==> config.mk <==
export PLATFORM = sky130hd
export DESIGN_NAME = rf_alu_datapath
export DESIGN_NICKNAME = d
export VERILOG_FILES = /design/src/rtl/dp_pkg.sv /design/src/rtl/dp_alu_slice.sv /design/src/rtl/dp_alu.sv /design/src/rtl/dp_read_mux.sv /design/src/rtl/dp_regfile.sv /design/src/rtl/rf_alu_datapath.sv
export SDC_FILE = /design/constraint.sdc
export NUM_CORES = 1
export LEC_CHECK = 0
export BUFFER_PORTS_ARGS = -buffer_cell sky130_fd_sc_hd__buf_2
export CORE_MARGIN = 5
export CORE_UTILIZATION = 50
export DETAILED_ROUTE_END_ITERATION = 7
export GPL_TIMING_DRIVEN = 0
export PLACE_DENSITY = 0.79
export REMOVE_ABC_BUFFERS = 1
export SLEW_MARGIN = 20
export SYNTH_ARGS = -nofsm -noshare
export SYNTH_HDL_FRONTEND = slang
export SYNTH_SLANG_ARGS = --single-unit
==> constraint.sdc <==
create_clock -name clk -period 10.6 [get_ports clk]
set_input_delay 2.12 -clock clk [delete_from_list [all_inputs] [get_ports clk]]
set_output_delay 2.12 -clock clk [all_outputs]
set_load 0.01 [all_outputs]
==> src/rtl/dp_pkg.sv <==
package dp_pkg;

  typedef enum logic [2:0] {
    OP_AND   = 3'd0,
    OP_OR    = 3'd1,
    OP_NOTA  = 3'd2,
    OP_PASSB = 3'd3,
    OP_ADD   = 3'd4,
    OP_SUB   = 3'd5,
    OP_XOR   = 3'd6,
    OP_PASSA = 3'd7
  } alu_op_e;

  typedef struct packed {
    logic zero;
    logic carry;
  } flags_t;

  function automatic logic op_is_arith(alu_op_e o);
    return (o == OP_ADD) || (o == OP_SUB);
  endfunction

endpackage

==> src/rtl/dp_alu_slice.sv <==
module dp_alu_slice
  import dp_pkg::*;
(
  input  logic    a_i,
  input  logic    b_i,
  input  logic    cin_i,
  input  logic    inv_b_i,
  input  alu_op_e op_i,
  output logic    res_o,
  output logic    cout_o
);
  logic b_eff;
  logic sum;

  assign b_eff  = b_i ^ inv_b_i;
  assign sum    = a_i ^ b_eff ^ cin_i;
  assign cout_o = (a_i & b_eff) | (a_i & cin_i) | (b_eff & cin_i);

  always_comb begin
    unique case (op_i)
      OP_AND:   res_o = a_i & b_i;
      OP_OR:    res_o = a_i | b_i;
      OP_NOTA:  res_o = ~a_i;
      OP_PASSB: res_o = b_i;
      OP_ADD:   res_o = sum;
      OP_SUB:   res_o = sum;
      OP_XOR:   res_o = a_i ^ b_i;
      OP_PASSA: res_o = a_i;
      default:  res_o = 1'b0;
    endcase
  end
endmodule

==> src/rtl/dp_alu.sv <==
module dp_alu
  import dp_pkg::*;
#(
  parameter int WIDTH = 8
) (
  input  logic [WIDTH-1:0] a_i,
  input  logic [WIDTH-1:0] b_i,
  input  alu_op_e          op_i,
  output logic [WIDTH-1:0] res_o,
  output logic             carry_o
);
  logic [WIDTH:0] chain;
  logic           is_sub;

  assign is_sub   = (op_i == OP_SUB);
  assign chain[0] = is_sub;

  for (genvar k = 0; k < WIDTH; k++) begin : g_slice
    dp_alu_slice u_slice (
      .a_i     (a_i[k]),
      .b_i     (b_i[k]),
      .cin_i   (chain[k]),
      .inv_b_i (is_sub),
      .op_i    (op_i),
      .res_o   (res_o[k]),
      .cout_o  (chain[k+1])
    );
  end

  assign carry_o = op_is_arith(op_i) ? chain[WIDTH] : 1'b0;
endmodule

==> src/rtl/dp_read_mux.sv <==
module dp_read_mux #(
  parameter int WIDTH = 8,
  parameter int NREGS = 4,
  localparam int SELW = $clog2(NREGS)
) (
  input  logic [NREGS*WIDTH-1:0] regs_i,
  input  logic [SELW-1:0]        sel_i,
  output logic [WIDTH-1:0]       q_o
);
  for (genvar j = 0; j < WIDTH; j++) begin : g_bit
    logic [NREGS-1:0] column;
    for (genvar i = 0; i < NREGS; i++) begin : g_src
      assign column[i] = regs_i[i*WIDTH + j];
    end
    assign q_o[j] = column[sel_i];
  end
endmodule

==> src/rtl/dp_regfile.sv <==
module dp_regfile #(
  parameter int WIDTH = 8,
  parameter int NREGS = 4,
  localparam int SELW = $clog2(NREGS)
) (
  input  logic                   clk,
  input  logic                   rst_n,
  input  logic                   wr_en_i,
  input  logic [SELW-1:0]        dst_i,
  input  logic [WIDTH-1:0]       wdata_i,
  output logic [NREGS*WIDTH-1:0] regs_o
);
  logic [NREGS-1:0] row_we;

  always_comb begin
    row_we = '0;
    if (wr_en_i) row_we[dst_i] = 1'b1;
  end

  for (genvar i = 0; i < NREGS; i++) begin : g_row
    logic [WIDTH-1:0] word_q;
    always_ff @(posedge clk or negedge rst_n) begin
      if (!rst_n)         word_q <= '0;
      else if (row_we[i]) word_q <= wdata_i;
    end
    assign regs_o[i*WIDTH +: WIDTH] = word_q;
  end
endmodule

==> src/rtl/rf_alu_datapath.sv <==
module rf_alu_datapath
  import dp_pkg::*;
#(
  parameter int WIDTH = 8,
  parameter int NREGS = 4,
  localparam int SELW = $clog2(NREGS)
) (
  input  logic                   clk,
  input  logic                   rst_n,
  input  logic [SELW-1:0]        src_a_sel,
  input  logic [SELW-1:0]        src_b_sel,
  input  logic [SELW-1:0]        dst_sel,
  input  logic [2:0]             op,
  input  logic                   wr_en,
  output logic [NREGS*WIDTH-1:0] reg_q,
  output logic                   flag_zero,
  output logic                   flag_carry
);
  logic [WIDTH-1:0] opnd_a;
  logic [WIDTH-1:0] opnd_b;
  logic [WIDTH-1:0] alu_res;
  logic             alu_carry;
  alu_op_e          op_e;
  flags_t           flags_q;

  assign op_e = alu_op_e'(op);

  dp_read_mux #(.WIDTH(WIDTH), .NREGS(NREGS)) u_mux_a (
    .regs_i (reg_q),
    .sel_i  (src_a_sel),
    .q_o    (opnd_a)
  );

  dp_read_mux #(.WIDTH(WIDTH), .NREGS(NREGS)) u_mux_b (
    .regs_i (reg_q),
    .sel_i  (src_b_sel),
    .q_o    (opnd_b)
  );

  dp_alu #(.WIDTH(WIDTH)) u_alu (
    .a_i     (opnd_a),
    .b_i     (opnd_b),
    .op_i    (op_e),
    .res_o   (alu_res),
    .carry_o (alu_carry)
  );

  dp_regfile #(.WIDTH(WIDTH), .NREGS(NREGS)) u_rf (
    .clk     (clk),
    .rst_n   (rst_n),
    .wr_en_i (wr_en),
    .dst_i   (dst_sel),
    .wdata_i (alu_res),
    .regs_o  (reg_q)
  );

  always_ff @(posedge clk or negedge rst_n) begin
    if (!rst_n) begin
      flags_q <= '0;
    end else if (wr_en) begin
      flags_q.zero  <= (alu_res == '0);
      flags_q.carry <= alu_carry;
    end
  end

  assign flag_zero  = flags_q.zero;
  assign flag_carry = flags_q.carry;
endmodule

==> impl_metrics.csv, run 1 <==
group,metric,value,unit
run_status,outcome,"complete, no violations",
setup_path,cp-end-kind,"register",
power_and_ir_drop,seq_power_share,0.320,
placed_design,dp.cells,408,
die,initial_utilization,0.512,
setup_path,worstPathRequired,10.78,ns
timing,slew_headroom,0.506,
synthesis,avgSynthCellArea,9.04,sq um
power_and_ir_drop,power-per-cell-area,211,mW/mm^2
power_and_ir_drop,p_clk_frac,0.150,
clock_tree,cts_hold_buf,0,
setup_path,r2r-start,"u_rf.g_row[1].word_q[0]",
timing,slew_viol_final,0,
layout,fillers,501,
route,num_vias,2457,
route,drtAntennaViolNets,0,
timing,period_needed,7.16,ns
power_and_ir_drop,switching_share,0.433,
hold_path,worstHoldPathCells,2,
synthesis,synth_edf_count,0,
timing,worst_slack,3.44,ns
synthesis,ys_types,52,
power_and_ir_drop,p_switching,0.284,mW
power_and_ir_drop,combPwrFrac,0.530,
clock_tree,clock_path_buffers,2,
timing,whs,0.506,ns
power_and_ir_drop,ir_worst_vdd,0.000136,V
setup_path,crit_cells,17,
power_and_ir_drop,power,0.656,mW
clock_tree,htreeDepth,2,
grt,grt_pass1_wl,12.3,mm
clock_tree,cts_tree,"yes",
hold_path,hold_start,"flag_zero",
timing,setup_tns,0,ns
timing,rsz0062_at_grt,"no",
setup_path,crit_slowest_cell,"fa_1",
grt,grt_usage,0.211,
timing,finalCritPeriodShare,0.675,
synthesis,synth-seq-area-share,0.303,
route,dr.pass1.iters,5,
timing,final_hold_viol_count,0,
setup_path,crit_arrival,7.34,ns
clock_tree,ctsResizeCount,0,
synthesis,synthArstFlopShare,1.00,
grt,grt_max_degree,35,
route,wl,7.07,mm
layout,final_nets,378,
layout,area_delta_synth_final,11.1,%
route,viasPerCell,5.91,
setup_path,r2r_setup_slack,5.40,ns
grt,grt_antenna_before_repair,0,
setup_path,crit_chain,"buf_2, inv_1, nor2_1, nand2_1, xnor2_1, fa_1, fa_1, fa_1, fa_1, fa_1, fa_1, fa_1, nand2_1, a31oi_1, a221oi_1, nand4b_1, o41ai_2",
clock_tree,cts-root-buf,"clkbuf_8",
synthesis,synth_top_area_share,0.303,
layout,antenna_cells,0,
die,fp.dieH,84.9,microns
placed_design,numPortBuffers,45,
grt,grt_pass1_vias,2477,
synthesis,synth_area_leaders,"dfrtp_1 30%, mux2i_1 7.9%, o21ai_0 7.9%, ha_1 7.1%, nand2_1 6.6%",
hold_path,hold_end,"flag_zero",
synthesis,synth_common_cells,"49 x nand2_1, 44 x o21ai_0, 34 x dfrtp_1",
placed_design,dpl_cell_area,0.00302,sq mm
placed_design,dp_hpwl,5.30,mm
clock_tree,numCtsBuffers,5,
route,drt-initial-drc-count,167,
synthesis,netlist.top_cell.by_area,"dfrtp_1",
setup_path,critical_path_class,"primary input to register",
synthesis,synthesis.instances,310,
layout,multi_input_area,0.00177,sq mm
clock_tree,clkSinkCount,34,
setup_path,slowest_delay,0.44,ns
timing,setup_violations,0,
timing,max_slew.worst_pin.slew,0.742,ns
timing,clock-skew-final,0.00533,ns
clock_tree,clk_latency,0.29,ns
layout,seq_area,851,sq um
timing,max_freq,0.140,GHz
placed_design,dp_slack,3.24,ns
synthesis,ys.flop_type,"dfrtp_1",
clock_tree,clkTransAtPathRegs,0.06,ns
route,post_drt_wl_per_cell,17.0,microns
route,drc,0,
grt,gr-total-overflow,0,
placed_design,gp_congestion,0.929,
synthesis,syn_area,0.00280,sq mm
hold_path,hold_class,"register to register",
power_and_ir_drop,internal_power,0.372,mW
layout,layout.cells.non_filler,416,
die,dieArea,0.00721,sq mm
setup_path,cp_common_cell,"fa_1",
synthesis,ys_seq_elements,34,
die,coreArea,0.00547,sq mm
die,fp-row-count,27,
synthesis,yosysMostFrequentCell,"nand2_1",
synthesis,yosysWarnings,0,
die,fp.dieW,84.9,microns
layout,fin_util,0.569,
setup_path,ff2ff_path_depth,15,
setup_path,cp_max_fo,23,
setup_path,critPathTopFamily,"adder cells",
setup_path,reg2reg_to,"flag_zero",
power_and_ir_drop,power_leakage,1.50,nW
run,cap_violations,0,
setup_path,crit_buf_inv,2,
setup_path,startpoint_type,"primary input",
clock_tree,post_cts.repair.setup_buffers,0,
layout,final_area,0.00312,sq mm
layout,drive_gt1_frac,0.201,
die,ioPinCount,46,
-- worst max-delay path by stage --
stage                 start         to
4_1_cts               op[2]  flag_zero
3_3_place_gp          op[2]  flag_zero
2_1_floorplan  src_a_sel[0]  flag_zero
6_report              op[2]  flag_zero
3_5_place_dp          op[2]  flag_zero
5_1_grt               op[2]  flag_zero
-- cell families after synthesis --
kind of cell / after synthesis / share of synthesized area
AND/OR/NAND/NOR: 83 / 0.133
buffers and inverters: 42 / 0.0647
flip-flops: 34 / 0.303
AO/OA/AOI/OAI: 86 / 0.197
adder cells (fa/ha/maj): 23 / 0.121
multiplexers: 35 / 0.159
XOR/XNOR: 7 / 0.0219
-- flip-flops by register name (all words and copies together), names as in the netlist --
| name | count |
|---|---|
| flag_zero | 1 |
| flag_carry | 1 |
| u_rf.g_row.word_q | 32 |
-- power groups by stage --
stage | logic [mW] | registers, mW | clock network (mW)
6_report | 0.348 | 0.210 | 0.0982
5_1_grt | 0.394 | 0.217 | 0.107
4_1_cts | 0.348 | 0.209 | 0.100
3_5_place_dp | 0.346 | 0.212 | 0
3_3_place_gp | 0.332 | 0.209 | 0
2_1_floorplan | 0.217 | 0.224 | 0
-- tightest hold or removal path: stages (launching register included) --
cell and delay [ns]:
dfrtp_1 0.35, nand2b_1 0.07, o41ai_2 0.05
-- cell type report --
cell class / count / area share
Tap cell: 72 / 0.0289
Inverter: 23 / 0.0277
Sequential cell: 34 / 0.273
Clock inverter: 1 / 0.00161
Clock buffer: 7 / 0.0277
Multi-Input combinational cell: 234 / 0.569
Timing Repair Buffer: 45 / 0.0723
-- cells in the final DEF (no fill, tap or decap), drive strengths merged, types with 2 or more instances in the layout --
cell type,n
nor2b,2
nand2,49
a22oi,2
clkbuf,7
ha,16
fa,7
nand3,4
a31oi,3
mux2i,22
buf,45
a21oi,15
o21ai,45
nor3,3
or3b,2
a22o,2
inv,23
nand3b,2
a2111oi,2
a221oi,4
nor2,12
dfrtp,34
o221ai,2
mux2,7
nand2b,3
mux4,6
xnor2,7
o211ai,2
or2,2
-- layer usage --
metal | global-route usage | wire length, microns
met1 | 0.284 | 3170
met2 | 0.349 | 3440
met3 | 0.0282 | 274
met4 | 0.0791 | 180
met5 | 0 | 0
No activity file was read; power rests on OpenSTA's default activity.
==> inputs of run 2 (changes only) <==
PLACE_DENSITY = 0.82   (was 0.79)
clock period = 6.3 ns   (was 10.6 ns; I/O delays follow)
==> impl_metrics.csv, run 2 (same netlist as run 1, synthesis figures left out) <==
group,metric,value,unit
setup_path,crit_chain,"buf_2, mux4_2, nand2_1, o21ai_0, fa_1, fa_1, fa_1, fa_1, fa_1, fa_1, fa_1, nand2_1, a31oi_1, a221oi_1, nand4b_1, o41ai_2",
placed_design,dp_slack,-0.148,ns
setup_path,cp-end-kind,"register",
setup_path,ff2ff_path_depth,15,
timing,worst_slack,0.267,ns
timing,finalCritPeriodShare,0.958,
die,initial_utilization,0.512,
setup_path,cp_max_fo,8,
route,num_vias,2487,
setup_path,crit_arrival,6.22,ns
clock_tree,clock_path_buffers,2,
setup_path,critical_path_class,"primary input to register",
placed_design,dpl_cell_area,0.00302,sq mm
die,fp.dieW,84.9,microns
layout,drive_gt1_frac,0.207,
die,ioPinCount,46,
timing,max_slew.worst_pin.slew,0.751,ns
clock_tree,cts-root-buf,"clkbuf_8",
hold_path,worstHoldPathCells,2,
route,drtAntennaViolNets,0,
setup_path,r2r_setup_slack,1.15,ns
timing,slew_headroom,0.499,
power_and_ir_drop,p_clk_frac,0.144,
grt,grt_pass1_wl,12.4,mm
layout,largest_register_ffs,32,
layout,final_area,0.00311,sq mm
timing,max_freq,0.166,GHz
hold_path,hold_class,"register to register",
placed_design,gp_congestion,0.941,
layout,seq_area,851,sq um
setup_path,startpoint_type,"primary input",
power_and_ir_drop,seq_power_share,0.322,
die,fp.dieH,84.9,microns
layout,multi_input_area,0.00177,sq mm
power_and_ir_drop,power_leakage,1.49,nW
timing,period_needed,6.03,ns
setup_path,slowest_delay,0.62,ns
setup_path,worstPathRequired,6.49,ns
grt,grt_usage,0.215,
die,coreArea,0.00547,sq mm
route,viasPerCell,5.99,
layout,antenna_cells,0,
die,dieArea,0.00721,sq mm
timing,setup_tns,0,ns
clock_tree,htreeDepth,2,
clock_tree,clk_latency,0.29,ns
layout,largest-register,"u_rf.g_row.word_q",
run_status,outcome,"complete, no violations",
timing,rsz0062_at_grt,"no",
timing,setup_violations,0,
power_and_ir_drop,internal_power,0.611,mW
grt,grt_max_degree,35,
setup_path,reg2reg_to,"flag_zero",
setup_path,cp_common_cell,"fa_1",
clock_tree,cts_hold_buf,0,
power_and_ir_drop,switching_share,0.442,
route,post_drt_wl_per_cell,17.7,microns
placed_design,numPortBuffers,45,
route,dr.pass1.iters,5,
clock_tree,clkSinkCount,34,
hold_path,hold_start,"flag_carry",
layout,final_cell_mix,"48 x nand2_1, 44 x o21ai_0, 43 x buf_2, 34 x dfrtp_1, 23 x inv_1",
power_and_ir_drop,power-per-cell-area,352,mW/mm^2
run,cap_violations,0,
clock_tree,cts_tree,"yes",
clock_tree,clkTransAtPathRegs,0.07,ns
setup_path,critPathTopFamily,"adder cells",
layout,area_delta_synth_final,11.0,%
timing,clock-skew-final,0.00375,ns
route,drc,0,
route,wl,7.36,mm
grt,grt_pass1_vias,2432,
power_and_ir_drop,p_switching,0.484,mW
die,fp-row-count,27,
hold_path,hold_end,"flag_carry",
power_and_ir_drop,ir_worst_vdd,0.000211,V
layout,final_nets,378,
setup_path,r2r-start,"u_rf.g_row[3].word_q[0]",
placed_design,dp_hpwl,5.26,mm
grt,gr-total-overflow,0,
timing,slew_viol_final,0,
grt,grt_antenna_before_repair,0,
clock_tree,numCtsBuffers,5,
setup_path,crit_buf_inv,1,
timing,final_hold_viol_count,0,
layout,fin_util,0.569,
setup_path,crit_slowest_cell,"mux4_2",
layout,layout_commonest_cell,"nand2_1",
route,drt-initial-drc-count,353,
power_and_ir_drop,combPwrFrac,0.534,
layout,fillers,490,
==> run 2: changes by cell type in the layout (fill, tap and decap cells not counted), sizes merged <==
cell      delta
clkinvlp     +2
clkbuf       -1
clkinv       -1
buf          -1
==> run 2: power groups by stage <==
stage / Clock [mW] / Combinational, mW / Sequential [mW]
2_1_floorplan: 0 / 0.366 / 0.377
3_3_place_gp: 0 / 0.553 / 0.351
3_5_place_dp: 0 / 0.575 / 0.357
4_1_cts: 0.159 / 0.582 / 0.353
5_1_grt: 0.171 / 0.657 / 0.366
6_report: 0.158 / 0.585 / 0.353
==> run 2: area by class of cell <==
type | instances | area share
Clock inverter | 2 | 0.00483
Timing Repair Buffer | 45 | 0.0740
Tap cell | 72 | 0.0290
Multi-Input combinational cell | 234 | 0.569
Inverter | 23 | 0.0277
Sequential cell | 34 | 0.273
Clock buffer | 5 | 0.0221
==> run 2: tightest hold or removal path, delay by kind of cell (launching register included) <==
| family | cells | cell delay (ns) |
|---|---|---|
| flip-flops | 1 | 0.38 |
| AO/OA/AOI/OAI | 1 | 0.06 |
| buffers and inverters | 1 | 0.05 |
==> run 2: repair_timing <==
item / CTS / global route
setup buffers: 0 / 0
resized for setup: 0 / 5
endpoints found under the setup margin: 0 / 2
==> run 2: through the flow <==
| stage | hold WS, ns | instances | power (mW) |
|---|---|---|---|
| 6_report | 0.525 | 415 | 1.10 |
| 5_1_grt | 0.552 | 415 | 1.19 |
| 4_1_cts | 0.521 | 415 | 1.09 |
| 3_5_place_dp | 0.494 | 408 | 0.932 |
| 3_3_place_gp | 0.499 | 408 | 0.904 |
| 2_1_floorplan | 0.524 | 291 | 0.743 |
==> run 2: worst max path at each step <==
stage / from / to / slack [ns] / depth (start not counted)
after floorplan: src_a_sel[0] / flag_zero / 0.66 / 15
after global placement: op[2] / flag_zero / -0.17 / 17
after detailed placement: op[2] / flag_zero / -0.15 / 17
after CTS: op[2] / flag_zero / 0.09 / 17
after global routing: src_a_sel[0] / flag_zero / 0.01 / 16
final: src_a_sel[0] / flag_zero / 0.27 / 16
==> run 2: metal layers <==
layer	track usage	vias to the layer above	routed length [microns]
li1	-	1164	-
met1	0.291	1194	3160
met2	0.349	109	3640
met3	0.0301	20	395
met4	0.0835	0	165
met5	0	-	0
==> inputs of run 3 (changes only) <==
ABC_AREA = 1   (was unset)
PLACE_DENSITY = 0.81   (was 0.82)
==> impl_metrics.csv, run 3 <==
group,metric,value,unit
synthesis,synth_edf_count,0,
route,drt-initial-drc-count,223,
grt,gr-total-overflow,0,
clock_tree,cts_tree,"yes",
grt,grt_pass1_vias,2687,
synthesis,yosysWarnings,0,
route,num_vias,2951,
layout,antenna_cells,0,
die,initial_utilization,0.511,
grt,grt_usage,0.209,
timing,setup_violations,0,
route,drtAntennaViolNets,0,
synthesis,synth_common_cells,"170 x nand2_1, 48 x nand3_1, 39 x inv_1",
synthesis,syn_area,0.00301,sq mm
layout,drive_gt1_frac,0.169,
clock_tree,cts-root-buf,"clkbuf_8",
layout,fillers,576,
run,cap_violations,0,
placed_design,gp_congestion,0.869,
synthesis,synth_compound_area_frac,0.0782,
die,fp-row-count,28,
timing,slew_headroom,0.527,
synthesis,synthArstFlopShare,1.00,
layout,final_nets,518,
synthesis,avgSynthCellArea,6.71,sq um
synthesis,synth_mux_area_frac,0,
setup_path,crit_arrival,5.82,ns
layout,largest-register,"u_rf.g_row.word_q",
placed_design,numPortBuffers,45,
power_and_ir_drop,ir_worst_vdd,0.000276,V
synthesis,synth-xor-area-share,0.0204,
synthesis,ys.flop_type,"dfrtp_1",
synthesis,synth-seq-area-share,0.283,
grt,grt_pass1_wl,13.0,mm
placed_design,dp_hpwl,6.08,mm
synthesis,netlist.top_cell.by_area,"dfrtp_1",
die,dieArea,0.00767,sq mm
layout,layout_commonest_cell,"nand2_1",
timing,period_needed,5.67,ns
setup_path,crit_start,"src_b_sel[0]",
clock_tree,clk_latency,0.28,ns
die,coreArea,0.00589,sq mm
power_and_ir_drop,power-per-cell-area,303,mW/mm^2
layout,largest_register_ffs,32,
synthesis,ys_types,35,
setup_path,cp_max_fo,17,
synthesis,synth_top_area_share,0.283,
setup_path,critical_path_class,"primary input to register",
hold_path,hold_class,"register to register",
grt,grt_max_degree,35,
clock_tree,post_cts.repair.setup_buffers,0,
timing,max_slew.worst_pin.slew,0.710,ns
clock_tree,clkSinkCount,34,
power_and_ir_drop,power_leakage,1.80,nW
synthesis,synthesis.instances,448,
timing,finalCritPeriodShare,0.900,
timing,rsz0062_at_grt,"no",
synthesis,synth-simple-area-share,0.399,
clock_tree,cts_hold_buf,0,
timing,max_freq,0.176,GHz
route,wl,7.48,mm
clock_tree,numCtsBuffers,5,
die,fp.dieH,87.6,microns
layout,multi_input_area,0.00184,sq mm
layout,fin_util,0.559,
route,dr.pass1.iters,7,
setup_path,worstPathRequired,6.45,ns
hold_path,hold_start,"flag_zero",
run_status,outcome,"complete, no violations",
setup_path,r2r-start,"u_rf.g_row[1].word_q[1]",
setup_path,startpoint_type,"primary input",
timing,setup_tns,0,ns
synthesis,synth_top_family_by_area,"simple AND/OR/NAND/NOR gates",
synthesis,ys_seq_elements,34,
layout,final_cell_mix,"170 x nand2_1, 48 x nand3_1, 45 x buf_2, 39 x inv_1, 34 x dfrtp_1",
clock_tree,clkTransAtPathRegs,0.06,ns
clock_tree,clock_path_buffers,2,
timing,slew_viol_final,0,
clock_tree,ctsResizeCount,0,
grt,grt_antenna_before_repair,0,
route,viasPerCell,5.28,
route,post_drt_wl_per_cell,13.4,microns
setup_path,cp-end-kind,"register",
placed_design,dp_slack,0.405,ns
synthesis,synth-adder-area-share,0.113,
die,ioPinCount,46,
timing,clock-skew-final,0.00572,ns
layout,area_delta_synth_final,9.40,%
synthesis,synth_area_leaders,"dfrtp_1 28%, nand2_1 21%, nand3_1 8.0%, ha_1 6.7%, inv_1 4.9%",
timing,final_hold_viol_count,0,
die,fp.dieW,87.6,microns
clock_tree,htreeDepth,2,
layout,seq_area,851,sq um
timing,worst_slack,0.630,ns
synthesis,yosysMostFrequentCell,"nand2_1",
route,drc,0,
run 3: changes by cell type after synthesis, moves of 6 or more:
cell,change
clkbuf_1,-7
inv_1,+16
o21ai_1,+20
mux2_2,-7
nand2_2,+6
nor2_1,+15
mux2i_1,-22
nand3_1,+44
xnor2_1,-7
nand2_1,+121
xor2_1,+7
o21ai_0,-31
a21oi_1,-13
run 3: cell type report:
type                            instances  area share
Sequential cell                        34       0.259
Clock buffer                            7      0.0262
Multi-Input combinational cell        349       0.559
Clock inverter                          1     0.00152
Timing Repair Buffer                   45      0.0684
Tap cell                               75      0.0285
Inverter                               48      0.0582
run 3: routing by layer:
layer  up-vias  routed length, microns  global-route usage
met3        18                     378              0.0254
met2        98                    3580               0.353
li1       1483                       -                   -
met5         -                       0                   0
met4         0                     195              0.0697
met1      1352                    3330               0.279
run 3: power by group:
part,leakage [nW],internal [mW],switching (mW),total [mW]
registers,0.424,0.280,0.0788,0.359
clock network,0.0482,0.0880,0.0716,0.160
logic,1.32,0.185,0.294,0.479
total,1.80,0.553,0.444,0.997
run 3: critical path, cell delays in order:
cell and delay, ns:
buf_2 0.29, inv_4 0.15, nand2_1 0.08, nand3_1 0.05
and2_1 0.21, xor2_1 0.17, fa_1 0.47, fa_1 0.41
fa_1 0.42, fa_1 0.42, fa_1 0.40, fa_1 0.40
fa_1 0.43, nand2_1 0.07, o21ai_0 0.07, nor2_1 0.10
nand3_1 0.13, inv_1 0.16, o21ai_0 0.10
run 3: cell families after synthesis:
group,Yosys count
buffers and inverters,65
AO/OA/AOI/OAI,44
flip-flops,34
XOR/XNOR,7
AND/OR/NAND/NOR,275
adder cells (fa/ha/maj),23
run 3: path summary, 6_finish.rpt:
check	end	slack, ns	cells past startpoint
setup / recovery	u_rf.g_row[2].word_q[7]	0.63	19
hold / removal	flag_zero	0.49	2
setup reg to reg	u_rf.g_row[2].word_q[7]	1.60	17
hold reg to reg	flag_zero	0.49	2
max in group asynchronous	flag_zero	4.82	1
min in group asynchronous	u_rf.g_row[2].word_q[2]	1.02	1
run 3: metrics by stage:
stage	area [sq um]	power, mW	instances	hold WS, ns
global route	3290	1.09	559	0.522
finish	3290	0.997	559	0.492
detailed placement	3200	0.839	551	0.469
CTS	3290	0.999	559	0.492
floorplan	2880	0.662	431	0.516
global placement	3200	0.815	551	0.461
